**src/rtl/cic3_pkg.sv**
```systemverilog
// Shared constants for the third-order CIC decimator.
// Assumes ratios are powers of two from 2^MIN_LOG up to 2^MAX_LOG.
package cic3_pkg;
    localparam int NSTG    = 3;                      // filter order
    localparam int MIN_LOG = 2;                      // smallest ratio 4
    localparam int MAX_LOG = 8;                      // largest ratio 256
    localparam int CODE_W  = 3;                      // ratio code width
    localparam int IN_W    = 2;                      // 0/+1 as a signed word
    localparam int ACC_W   = IN_W + NSTG * MAX_LOG;  // 26 bits
    localparam int CNT_W   = MAX_LOG;                // sample counter width
    localparam int FILL_N  = NSTG;                   // blocks held back

    typedef logic signed [ACC_W-1:0] acc_t;

    // log2 of the ratio for a code; codes past the top clamp to MAX_LOG
    function automatic int ratio_log(input logic [CODE_W-1:0] code);
        int l;
        l = int'(code) + MIN_LOG;
        return (l > MAX_LOG) ? MAX_LOG : l;
    endfunction
endpackage

```
**src/rtl/cic3_mclk_gen.sv**
```systemverilog
// Modulator clock generator and bit capture.
// Divides clk by DIV (even, >= 2). The clock is high for DIV/2 cycles, then low.
// On alternate falls, beginning with the first fall after reset, it registers
// data_i and raises smp_o for one cycle.
module cic3_mclk_gen #(
    parameter int DIV = 4
) (
    input  logic clk,
    input  logic rst_n,
    input  logic data_i,
    output logic mclk_o,
    output logic bit_o,
    output logic smp_o
);
    localparam int HALF = DIV / 2;
    localparam int CW   = (DIV > 2) ? $clog2(DIV) : 1;
    localparam logic [CW-1:0] LAST = CW'(DIV - 1);
    localparam logic [CW-1:0] MID  = CW'(HALF - 1);

    logic [CW-1:0] cnt_q;
    logic          phase_q;
    logic          fall;

    // the clock falls at this edge
    assign fall = (cnt_q == MID) && mclk_o;

    // divider, phase toggle and bit capture
    always_ff @(posedge clk) begin
        if (!rst_n) begin
            cnt_q   <= '0;
            mclk_o  <= 1'b0;
            phase_q <= 1'b0;
            bit_o   <= 1'b0;
            smp_o   <= 1'b0;
        end else begin
            cnt_q <= (cnt_q == LAST) ? '0 : cnt_q + 1'b1;
            if (cnt_q == LAST)
                mclk_o <= 1'b1;
            else if (cnt_q == MID)
                mclk_o <= 1'b0;
            smp_o <= fall && !phase_q;
            if (fall)
                phase_q <= ~phase_q;
            if (fall && !phase_q)
                bit_o <= data_i;
        end
    end

    // a capture pulse follows a fall of the modulator clock
    a_r3_capture_on_fall: assert property (@(posedge clk) disable iff (!rst_n)
        smp_o |-> (!mclk_o && $past(mclk_o)));

    // capture pulses last one cycle
    a_r3_single_pulse: assert property (@(posedge clk) disable iff (!rst_n)
        smp_o |=> !smp_o);
endmodule

```
**src/rtl/cic3_integ.sv**
```systemverilog
// Three running-sum stages, one update per modulator sample.
// Each stage adds the new value of the stage before it in the same cycle,
// so the last sum already includes the current bit. Sums wrap.
module cic3_integ
    import cic3_pkg::*;
(
    input  logic clk,
    input  logic rst_n,
    input  logic clr_i,
    input  logic smp_i,
    input  logic bit_i,
    output acc_t acc_o
);
    acc_t acc_q [NSTG];
    acc_t nxt   [NSTG];

    // chain of next-state sums
    for (genvar g = 0; g < NSTG; g++) begin : g_stage
        if (g == 0) begin : g_first
            assign nxt[g] = acc_q[g] + {{(ACC_W-1){1'b0}}, bit_i};
        end else begin : g_rest
            assign nxt[g] = acc_q[g] + nxt[g-1];
        end
    end

    // update all stages on a sample, clear on reset or ratio change
    always_ff @(posedge clk) begin
        for (int s = 0; s < NSTG; s++) begin
            if (!rst_n || clr_i)
                acc_q[s] <= '0;
            else if (smp_i)
                acc_q[s] <= nxt[s];
        end
    end

    assign acc_o = acc_q[NSTG-1];

    // the sum moves only on a sample
    a_r5_hold_between: assert property (@(posedge clk) disable iff (!rst_n)
        (!smp_i && !clr_i) |=> $stable(acc_o));

    // a clear empties the chain
    a_r9_integ_cleared: assert property (@(posedge clk) disable iff (!rst_n)
        clr_i |=> (acc_o == '0));
endmodule

```
**src/rtl/cic3_comb.sv**
```systemverilog
// Decimation counter and three first-difference stages.
// Counts samples. After the sample that completes a block of M, it flags the
// block, and one cycle later takes the running sum and updates the differences.
// The strobe is held back until FILL_N blocks have gone through.
module cic3_comb
    import cic3_pkg::*;
(
    input  logic              clk,
    input  logic              rst_n,
    input  logic              clr_i,
    input  logic              smp_i,
    input  logic [CODE_W-1:0] code_i,
    input  acc_t              acc_i,
    output acc_t              dout_o,
    output logic              valid_o
);
    localparam int FW = $clog2(FILL_N + 1);

    logic [CNT_W-1:0] mlast;
    logic [CNT_W-1:0] dcnt_q;
    logic             dec_q;
    logic [FW-1:0]    fill_q;
    acc_t             z_q  [NSTG];
    acc_t             diff [NSTG];

    // last count value of a block for the selected ratio
    assign mlast = CNT_W'((32'd1 << ratio_log(code_i)) - 32'd1);

    // difference chain
    for (genvar g = 0; g < NSTG; g++) begin : g_diff
        if (g == 0) begin : g_first
            assign diff[g] = acc_i - z_q[g];
        end else begin : g_rest
            assign diff[g] = diff[g-1] - z_q[g];
        end
    end

    // block counting, difference update and strobe
    always_ff @(posedge clk) begin
        if (!rst_n || clr_i) begin
            dcnt_q  <= '0;
            dec_q   <= 1'b0;
            fill_q  <= '0;
            dout_o  <= '0;
            valid_o <= 1'b0;
            for (int s = 0; s < NSTG; s++) z_q[s] <= '0;
        end else begin
            if (smp_i)
                dcnt_q <= (dcnt_q == mlast) ? '0 : dcnt_q + 1'b1;
            dec_q   <= smp_i && (dcnt_q == mlast);
            valid_o <= 1'b0;
            if (dec_q) begin
                z_q[0] <= acc_i;
                for (int s = 1; s < NSTG; s++) z_q[s] <= diff[s-1];
                dout_o  <= diff[NSTG-1];
                valid_o <= (fill_q == FW'(FILL_N));
                if (fill_q != FW'(FILL_N))
                    fill_q <= fill_q + 1'b1;
            end
        end
    end

    // the strobe is a one-cycle pulse
    a_r7_valid_pulse: assert property (@(posedge clk) disable iff (!rst_n)
        valid_o |=> !valid_o);

    // the sample counter stays inside the selected block length
    a_r4_cnt_range: assert property (@(posedge clk) disable iff (!rst_n || clr_i)
        dcnt_q <= mlast);

    // a strobe comes only from a flagged block
    a_r7_valid_after_block: assert property (@(posedge clk) disable iff (!rst_n)
        valid_o |-> $past(dec_q));
endmodule

```
**src/rtl/cic3_decim.sv**
```systemverilog
// Top of the third-order CIC decimator.
// Generates the modulator clock, captures bits, integrates, decimates by
// a run-time ratio and differentiates. A change of ratio code clears the filter.
module cic3_decim
    import cic3_pkg::*;
#(
    parameter int CLK_DIV = 4
) (
    input  logic                    clk,
    input  logic                    rst_n,
    input  logic                    mod_data,
    input  logic [CODE_W-1:0]       ratio_sel,
    output logic                    mod_clk,
    output logic signed [ACC_W-1:0] dout,
    output logic                    dout_valid
);
    logic              smp;
    logic              cap_bit;
    logic              clr;
    logic [CODE_W-1:0] ratio_q;
    acc_t              isum;
    acc_t              word;

    // remember the code so a change can be seen
    always_ff @(posedge clk) begin
        ratio_q <= ratio_sel;
    end

    assign clr = rst_n && (ratio_sel != ratio_q);

    cic3_mclk_gen #(.DIV(CLK_DIV)) mclk_i (
        .clk    (clk),
        .rst_n  (rst_n),
        .data_i (mod_data),
        .mclk_o (mod_clk),
        .bit_o  (cap_bit),
        .smp_o  (smp)
    );

    cic3_integ integ_i (
        .clk   (clk),
        .rst_n (rst_n),
        .clr_i (clr),
        .smp_i (smp),
        .bit_i (cap_bit),
        .acc_o (isum)
    );

    cic3_comb comb_i (
        .clk     (clk),
        .rst_n   (rst_n),
        .clr_i   (clr),
        .smp_i   (smp),
        .code_i  (ratio_sel),
        .acc_i   (isum),
        .dout_o  (word),
        .valid_o (dout_valid)
    );

    assign dout = word;

    // no strobe right after a ratio change
    a_r9_change_quiet: assert property (@(posedge clk) disable iff (!rst_n)
        clr |=> !dout_valid);

    // outputs are quiet in the cycle after reset
    a_r1_reset_quiet: assert property (@(posedge clk)
        !rst_n |=> (!dout_valid && !mod_clk));
endmodule

```
**config.mk**
```make
export PLATFORM = sky130hd
export DESIGN_NAME = cic3_decim
export DESIGN_NICKNAME = d
export VERILOG_FILES = /design/src/rtl/cic3_pkg.sv /design/src/rtl/cic3_mclk_gen.sv /design/src/rtl/cic3_integ.sv /design/src/rtl/cic3_comb.sv /design/src/rtl/cic3_decim.sv
export SDC_FILE = /design/constraint.sdc
export NUM_CORES = 1
export LEC_CHECK = 0
export CELL_PAD_IN_SITES_DETAIL_PLACEMENT = 1
export CELL_PAD_IN_SITES_GLOBAL_PLACEMENT = 2
export CORE_MARGIN = 1
export CORE_UTILIZATION = 42
export CTS_CLUSTER_DIAMETER = 120
export DETAILED_ROUTE_END_ITERATION = 12
export DONT_BUFFER_PORTS = 1
export PLACE_DENSITY_LB_ADDON = 0.1
export REMOVE_ABC_BUFFERS = 1
export SLEW_MARGIN = 5
export SYNTH_ARGS = -nofsm -noshare
export SYNTH_HDL_FRONTEND = slang
export SYNTH_SLANG_ARGS = --single-unit
```
**constraint.sdc**
```tcl
create_clock -name clk -period 6.85 [get_ports clk]
set_input_delay 1.37 -clock clk [delete_from_list [all_inputs] [get_ports clk]]
set_output_delay 1.37 -clock clk [all_outputs]
set_load 0.005 [all_outputs]
```
**Word level (Yosys, flattened, before mapping)**

Memory sizes are Yosys's and may differ from the RTL's.
Cells that the tools add are included.

- Add/subtract/negate cells: 11
- Magnitude comparators: 1
- Equality and inequality tests: 6
- Shift-type cells: 1
- Muxes and demuxes: 18
- Bitwise logic cells: 9
- Reduce and logical (&&, ||, !) cells: 11

Operator list:

| cell | count |
|---|---|
| 26-bit 2-to-1 mux | 6 |
| 26-bit subtractor | 3 |
| 26-bit adder | 2 |
| 32-bit by 5-bit greater-than comparator with 1-bit output, second input constant | 1 |
| 32-bit 2-to-1 mux | 1 |
| 1-bit by 32-bit << shifter with 8-bit output, first input constant | 1 |
| 26-bit by 1-bit adder with 26-bit output | 1 |
| 1-bit 2-to-1 mux | 10 |
| 8-bit by 1-bit adder with 8-bit output, second input constant | 1 |
| 8-bit == test | 1 |
| 8-bit 2-to-1 mux | 1 |
| 8-bit by 1-bit subtractor with 8-bit output, second input constant | 1 |
| 1-bit OR | 6 |
| 2-bit by 1-bit adder with 2-bit output, second input constant | 2 |
| 3-bit by 2-bit adder with 4-bit output, second input constant | 1 |
| 2-bit == test, second input constant | 2 |
| 1-bit logical AND | 4 |
| 2-bit OR reduction | 2 |
| 3-bit != test | 1 |
| 1-bit inverter | 3 |
| 2-bit by 1-bit == test with 1-bit output, second input constant | 1 |
| 1-bit zero test | 2 |
| 2-bit != test, second input constant | 1 |
| 2-bit AND reduction | 1 |
| 2 further kinds | 2 |

- Register bits: 47
- RAM bits: 156
- Input bits: 6
- Output and inout port bits: 28
- Word-level logic and storage cells: 70
- Memories: 2

Memories:

| memory | words | bits a word | read ports | clocked after Yosys merged registers in | write ports | RTL line | text |
|---|---|---|---|---|---|---|---|
| comb_i.z_q | 3 | 26 | 3 | 0 | 3 | cic3_comb.sv:23 | `acc_t z_q [NSTG];` |
| integ_i.acc_q | 3 | 26 | 3 | 0 | 3 | cic3_integ.sv:14 | `acc_t acc_q [NSTG];` |

**Depth between registers and ports, before layout**

Gate-level depths: netlist of the first run.

- Word-level depth: 7
- Depth in mapped cells: 34
- Depth with buffers taken out: 33

**Hierarchy**

Synthesis of the first run repeated with hierarchy kept, for this count alone.

- Cell total of the unflattened synthesis: 1497
- Area, all modules: 14545.2 um^2

Modules (own cells, without submodules):

| module | instances | cells each | area each (um^2) | seq. area each (um^2) |
|---|---|---|---|---|
| cic3_comb | 1 | 883 | 8279.2 | 3103.0 |
| cic3_integ | 1 | 586 | 5945.7 | 2342.2 |
| cic3_mclk_gen | 1 | 21 | 225.2 | 120.1 |
| cic3_decim | 1 | 7 | 95.1 | 60.1 |

**Worst setup path after synthesis of the first run**

Ideal clock, no wire load.

- Path kind: flip-flop to flip-flop
- Start point: memory integ_i.acc_q[2][0] (netlist bit)
- End point: register comb_i.dout_o[25]
- Library setup time: 0.122 ns
- Arrival time: 5.804 ns
- Required time: 6.728 ns
- Path slack: 0.924 ns
- Cell stages (with the launch flop): 29
- Path buffers: 0
- Clock period less this slack: 5.926 ns
- Path through: edfxtp_1 > inv_1 > ha_1 > inv_1 > fa_1 > a21o_1 > a21oi_1 > o21bai_1 > a2111oi_2 > nor2_1 > xor2_1 > ha_1 > a21o_1 > a21oi_1 > nor2b_1 > a41oi_1 > a21oi_1 > o41ai_1 > nand2b_1 > xor2_1 > ha_1 > a21o_1 > a21o_1 > a21oi_1 > o21ai_0 > o41ai_1 > mux2i_1 > a21oi_1 > a221o_1

RTL lines:

| element | RTL line | text |
|---|---|---|
| from (decl) | cic3_integ.sv:14 |  |
| to (signal assigned) | cic3_comb.sv:55 | `dout_o <= diff[NSTG-1];` |
| to (decl) | cic3_comb.sv:14 | `output acc_t dout_o,` |

==> results of run 1 <==
## per-stage QoR
stage	setup slack (ns)	power (mW)	instance area, sq um
floorplan	0.921	3.16	14000
global placement	0.449	3.60	14600
detailed placement	0.303	3.64	14600
CTS	0.254	5.03	15500
global route	-0.0112	5.37	15500
finish	0.558	4.99	15500
## path summary, 6_finish.rpt
path	from	endpoint	slack [ns]	cells past startpoint
worst max-delay path	integ_i.acc_q[2][0]	comb_i.dout_o[25]	0.56	29
worst min-delay path	comb_i.dout_o[24]	comb_i.dout_o[24]	0.47	2
worst max register to register	integ_i.acc_q[2][0]	comb_i.dout_o[25]	0.56	29
worst min register to register	comb_i.dout_o[24]	comb_i.dout_o[24]	0.47	2
## state kept, by name, summed over array words and instances, names as in the netlist
signal          cells
integ_i.acc_q      78
mclk_i.phase_q      1
comb_i.dcnt_q       8
mclk_i.cnt_q        2
comb_i.dec_q        1
comb_i.fill_q       2
ratio_q             3
mclk_i.bit_o        1
comb_i.z_q         78
mclk_i.smp_o        1
comb_i.valid_o      1
mclk_i.mclk_o       1
comb_i.dout_o      26
## timing repair
action	CTS	global route
hold endpoints to repair	0	0
resized for setup	0	6
buffers inserted	0	3
endpoints found under the setup margin	0	5
## cell type report
| class | count | share of cell area [%] |
|---|---|---|
| repair buffers | 14 | 0.676 |
| clock inverters | 10 | 0.531 |
| clock buffers | 40 | 4.98 |
| inverters | 119 | 2.87 |
| multi-input cells | 1122 | 51.2 |
| flip-flops and latches | 203 | 36.2 |
| well taps | 442 | 3.56 |
## critical path: cells and delay by family (launching register included)
| kind | cells | cell delay, ns |
|---|---|---|
| AOI/OAI and AO/OA | 16 | 3.25 |
| xor gates and xnor gates | 2 | 0.33 |
| adders and majority gates | 4 | 1.29 |
| buffers and inverters | 3 | 0.35 |
| DFF | 1 | 0.39 |
| muxes | 1 | 0.22 |
| and+or+nand+nor | 3 | 0.33 |
## kinds of logic (layout without fill, tap and decap cells)
logic type	Yosys count	in the layout	share of synthesized area (%)
compound gates	326	326	15.2
xor+xnor	137	137	8.62
fa+ha+maj	142	142	12.9
buf+inv	147	183	3.92
flops	203	203	39.9
mux	17	17	1.21
simple gates	500	500	18.3
## routing by layer
layer / routed length, um / part of all wire (%)
met1: 14400 / 47
met2: 15300 / 50
met3: 561 / 1.8
met4: 575 / 1.9
met5: 0 / 0
## placed cells by master (no fill, tap or decap), drive strengths merged, types with 4 or more instances in the layout
cell type and n:
nor2b 22, o41ai 4, a221o 4, o21a 20
a211oi 12, and2 117, nand2 63, a21o 60
a21oi 94, a21boi 7, a2111oi 4, or2 4
fa 5, o31ai 5, buf 14, a31oi 9
ha 137, o21bai 11, o21ai 59, clkbuf 40
nor4 5, or3 6, and3 36, a41oi 4
edfxtp 156, nor3 30, and4 4, nand3 33
clkinv 7, a211o 4, nand4 16, nand2b 15
dfxtp 47, inv 121, xnor2 90, nor2 137
nor3b 5, o31a 4, mux2i 17, xor2 46
## power by group through the flow
stage               sequential [mW]  clock, mW  combinational [mW]
finish                         1.39       1.36                2.25
global route                   1.39       1.44                2.55
CTS                            1.39       1.40                2.24
detailed placement             1.41          0                2.23
global placement               1.41          0                2.20
floorplan                      1.41          0                1.75
==> flow_metrics.tcl, run 1 <==
set metrics [dict create \
    status "finished clean" \
    met1_usage_pct 23.2 \
    syn_inst 1472 \
    syn_area_sq_um 14100 \
    power_density_nw_per_um2 321 \
    pin_count 34 \
    pwr-share-clk_pct 27.1 \
    hold_ws_ns 0.469 \
    skew_ns 0.0230 \
    max_cap_violations 0 \
    grt_pass1_vias 10800 \
    fin_util_pct 47.4 \
    ys_top_cells_by_area "edfxtp_1 (33%), ha_1 (12%), dfxtp_1 (6.7%)" \
    start_util_pct 43.0 \
    top_usage_layer "met2" \
    cp_max_fo 7 \
    yosysTopAreaCell "edfxtp_1" \
    cts_tree "built" \
    cts_hold_buf 0 \
    portBuffers 0 \
    max_stage_delay_ns 0.40 \
    synth-edff-count 156 \
    drt_wl_total_um 30800 \
    ant_nets 0 \
    fin_crit_ns 6.29 \
    net-switching-power_mw 1.84 \
    fp-row-count 66 \
    avgSynthCellArea_sq_um 9.57 \
    drive_gt1_share_pct 4.77 \
    slowest_stage "fa_1" \
    antenna_found_initial 0 \
    worstPathArrival_ns 6.71 \
    wire_per_inst_um 15.8 \
    comb_power_share_pct 45.1 \
    maxSlewHeadroom_pct 27.8 \
    synth_most_common_cell "edfxtp_1" \
    synth_cell_types 68 \
    first_pass_iters 4 \
    area_delta_synth_final_pct 10.3 \
    gr-total-overflow 0 \
    setup_viol_count_final 0 \
    fin_crit_sh_pct 91.9 \
    instances_no_fill 1950 \
    p_sw_share_pct 36.9 \
    drc_errors 0 \
    synth_flop_cell "edfxtp_1" \
    yosysWarnings 0 \
    start_kind "flop" \
    nets 1635 \
    crit_required_ns 7.27 \
    synthTopCellsByCount "edfxtp_1 (156), ha_1 (137), nor2_1 (137)" \
    die_h_um 185 \
    peakVddDrop_uv 184 \
    synth_top_area_share_pct 33.3 \
    clk_latency_ns 0.55 \
    crit_type "flop to flop" \
    coreArea_sq_um 32800 \
    h-tree-depth 1 \
    via_per_inst 5.27 \
    clk_pin_slew_ns 0.06 \
    grtUsageMet2_pct 34.4 \
    cp-end-kind "flop" \
    yosysSeqAreaShare_pct 39.9 \
    diodes 0 \
    cts_root_buffer "clkbuf_16" \
    tightest_slew_ns 1.08 \
    dp_hpwl_um 23300 \
    final_hold_viol_count 0 \
    cts-buffers-inserted 27 \
    die_area_sq_um 34300 \
    p_leak_nw 6.63 \
    final.fill_count 3734 \
    cellInternalPower_mw 3.15 \
    cts_buffer_depth 3 \
    die_x_um 185 \
    seqCellArea_sq_um 5630 \
    grt_pass1_wl_um 52100 \
    max_freq_mhz 159 \
    place_congestion 0.836 \
    clock_sinks 203 \
    grtUsageMet3_pct 2.24 \
    placed_cells 1897 \
    grt_max_degree 53 \
    fin_tns_setup_ns 0 \
    maxSlewViolCount 0 \
    multi_input_area_sq_um 7950 \
    hp-class "flop to flop" \
    track_usage_pct 18.7 \
    vias 10300 \
    synthArstFlopShare_pct 0 \
    drt_iter0_markers 284 \
    seq_power_share_pct 27.8 \
    ys_seq_elements 203 \
]
No activity file was read; power rests on OpenSTA's default activity.
==> run 2, diff against run 1 <==
GPL_TIMING_DRIVEN = 0   (was not set)
==> run 2 against run 1 <==
Net effect: sequential power about the same; cell count decreased by 0.36%; first-iteration DRC count decreased by 9.5%; combinational power increased by 4%; wire length decreased by 1.4%; power increased by 3.5%; register-to-register slack got worse by 0.14 ns; global-route usage decreased by 0.63 points; critical path depth decreased by 1; clock power increased by 6%; die area unchanged; cell area increased by 0.96%; critical endpoint unchanged; largest power group unchanged; highest routed layer unchanged.
==> flow_metrics.tcl, run 2 (same netlist as run 1, synthesis figures left out) <==
set metrics [dict create \
    nets 1629 \
    fin_crit_sh_pct 94.0 \
    cp-end-kind "flop" \
    track_usage_pct 18.1 \
    fin_util_pct 47.9 \
    place_congestion 0.855 \
    final.fill_count 3707 \
    fp-row-count 66 \
    gr-total-overflow 0 \
    dp_hpwl_um 22600 \
    maxSlewHeadroom_pct 15.5 \
    die_h_um 185 \
    worstPathArrival_ns 6.84 \
    via_per_inst 5.25 \
    max_stage_delay_ns 0.41 \
    die_x_um 185 \
    max_freq_mhz 155 \
    portBuffers 0 \
    layout_common_cells "edfxtp_1 (156), nor2_1 (134), ha_1 (134)" \
    drc_errors 0 \
    antenna_found_initial 0 \
    final_common_cell "edfxtp_1" \
    crit_type "flop to flop" \
    power_density_nw_per_um2 329 \
    maxSlewViolCount 0 \
    h-tree-depth 1 \
    instances_no_fill 1943 \
    ant_nets 0 \
    max_cap_violations 0 \
    power_mw 5.16 \
    cts-buffers-inserted 26 \
    start_kind "flop" \
    first_pass_iters 4 \
    vias 10200 \
    cts_root_buffer "clkbuf_16" \
    wire_per_inst_um 15.6 \
    drt_wl_total_um 30400 \
    grt_pass1_vias 10500 \
    die_area_sq_um 34300 \
    tightest_slew_ns 1.27 \
    coreArea_sq_um 32800 \
    clk_pin_slew_ns 0.06 \
    reg.largest.list "comb_i.z_q x78, integ_i.acc_q x78, comb_i.dout_o x26" \
    crit_top_cell "a21o_1" \
    setup_viol_count_final 0 \
    p_leak_nw 6.66 \
    cts_buffer_depth 3 \
    cts_hold_buf 0 \
    fin_crit_ns 6.44 \
    peakVddDrop_uv 197 \
    drive_gt1_share_pct 5.33 \
    slowest_stage "edfxtp_1" \
    pin_count 34 \
    drt_iter0_markers 257 \
    final_hold_viol_count 0 \
    status "finished clean" \
    area_delta_synth_final_pct 11.4 \
    hp-class "flop to flop" \
    diodes 0 \
    grt_pass1_wl_um 50800 \
    placed_cells 1890 \
    start_util_pct 43.0 \
    clock_sinks 203 \
    cts_tree "built" \
    clk_latency_ns 0.55 \
    grt_max_degree 60 \
    cp_max_fo 7 \
    skew_ns 0.0312 \
    crit_required_ns 7.26 \
]
run 2: changes by cell type in the layout (fill, tap and decap cells not counted), sizes merged:
cell and change:
buf -5, bufinv +4, clkbuf -10, clkinv +5, clkinvlp +2, inv -3
run 2: routing by layer:
metal  track usage [%]  share of wire (%)  up-vias
li1                  -                  -     5277
met3              1.93                2.0       41
met4              4.43                2.1        0
met1              23.0                 48     4821
met2              32.5                 48       61
met5                 0                  0        -
run 2: worst max-delay path: cells and delay by family (launching register included):
kind,cells,cell delay [ns]
buffers and inverters,2,0.17
adders and majority gates,4,1.28
xor gates and xnor gates,2,0.36
DFF,1,0.41
muxes,1,0.29
and+or+nand+nor,4,0.53
AOI/OAI and AO/OA,15,3.25
run 2: where the power goes:
| part | switching (mW) | total, mW | leakage [nW] | internal, mW |
|---|---|---|---|---|
| registers | 0.0232 | 1.39 | 2.25 | 1.36 |
| logic | 1.32 | 2.34 | 3.97 | 1.02 |
| clock network | 0.545 | 1.44 | 0.437 | 0.894 |
run 2: through the flow:
step	TNS, ns	hold slack [ns]	cell area, sq um	setup WS [ns]
6_report	0	0.463	15700	0.414
3_3_place_gp	-0.326	0.427	14500	-0.298
4_1_cts	0	0.470	15600	0.00360
5_1_grt	-0.0449	0.488	15700	-0.0449
3_5_place_dp	-0.285	0.462	14600	-0.267
2_1_floorplan	0	0.421	14000	0.921
run 2: final cells by class:
type | count | area, sq um | share of cell area, %
Sequential cell | 203 | 5630 | 35.9
Multi-Input combinational cell | 1122 | 8030 | 51.2
Clock buffer | 30 | 676 | 4.31
Tap cell | 442 | 553 | 3.53
Timing Repair Buffer | 9 | 124 | 0.790
Inverter | 119 | 452 | 2.88
Clock inverter | 18 | 229 | 1.46
run 2: path summary, 6_finish.rpt:
path	from	slack, ns	cells past startpoint	end
hold reg to reg	comb_i.dout_o[24]	0.46	2	comb_i.dout_o[24]
setup reg to reg	integ_i.acc_q[2][0]	0.41	28	comb_i.dout_o[25]
setup / recovery	integ_i.acc_q[2][0]	0.41	28	comb_i.dout_o[25]
hold / removal	comb_i.dout_o[24]	0.46	2	comb_i.dout_o[24]
run 2: timing repair:
action / CTS / global route
resized for setup: 2 / 18
buffers inserted: 0 / 5
endpoints found under the setup margin: 2 / 9
pin swaps: 0 / 5
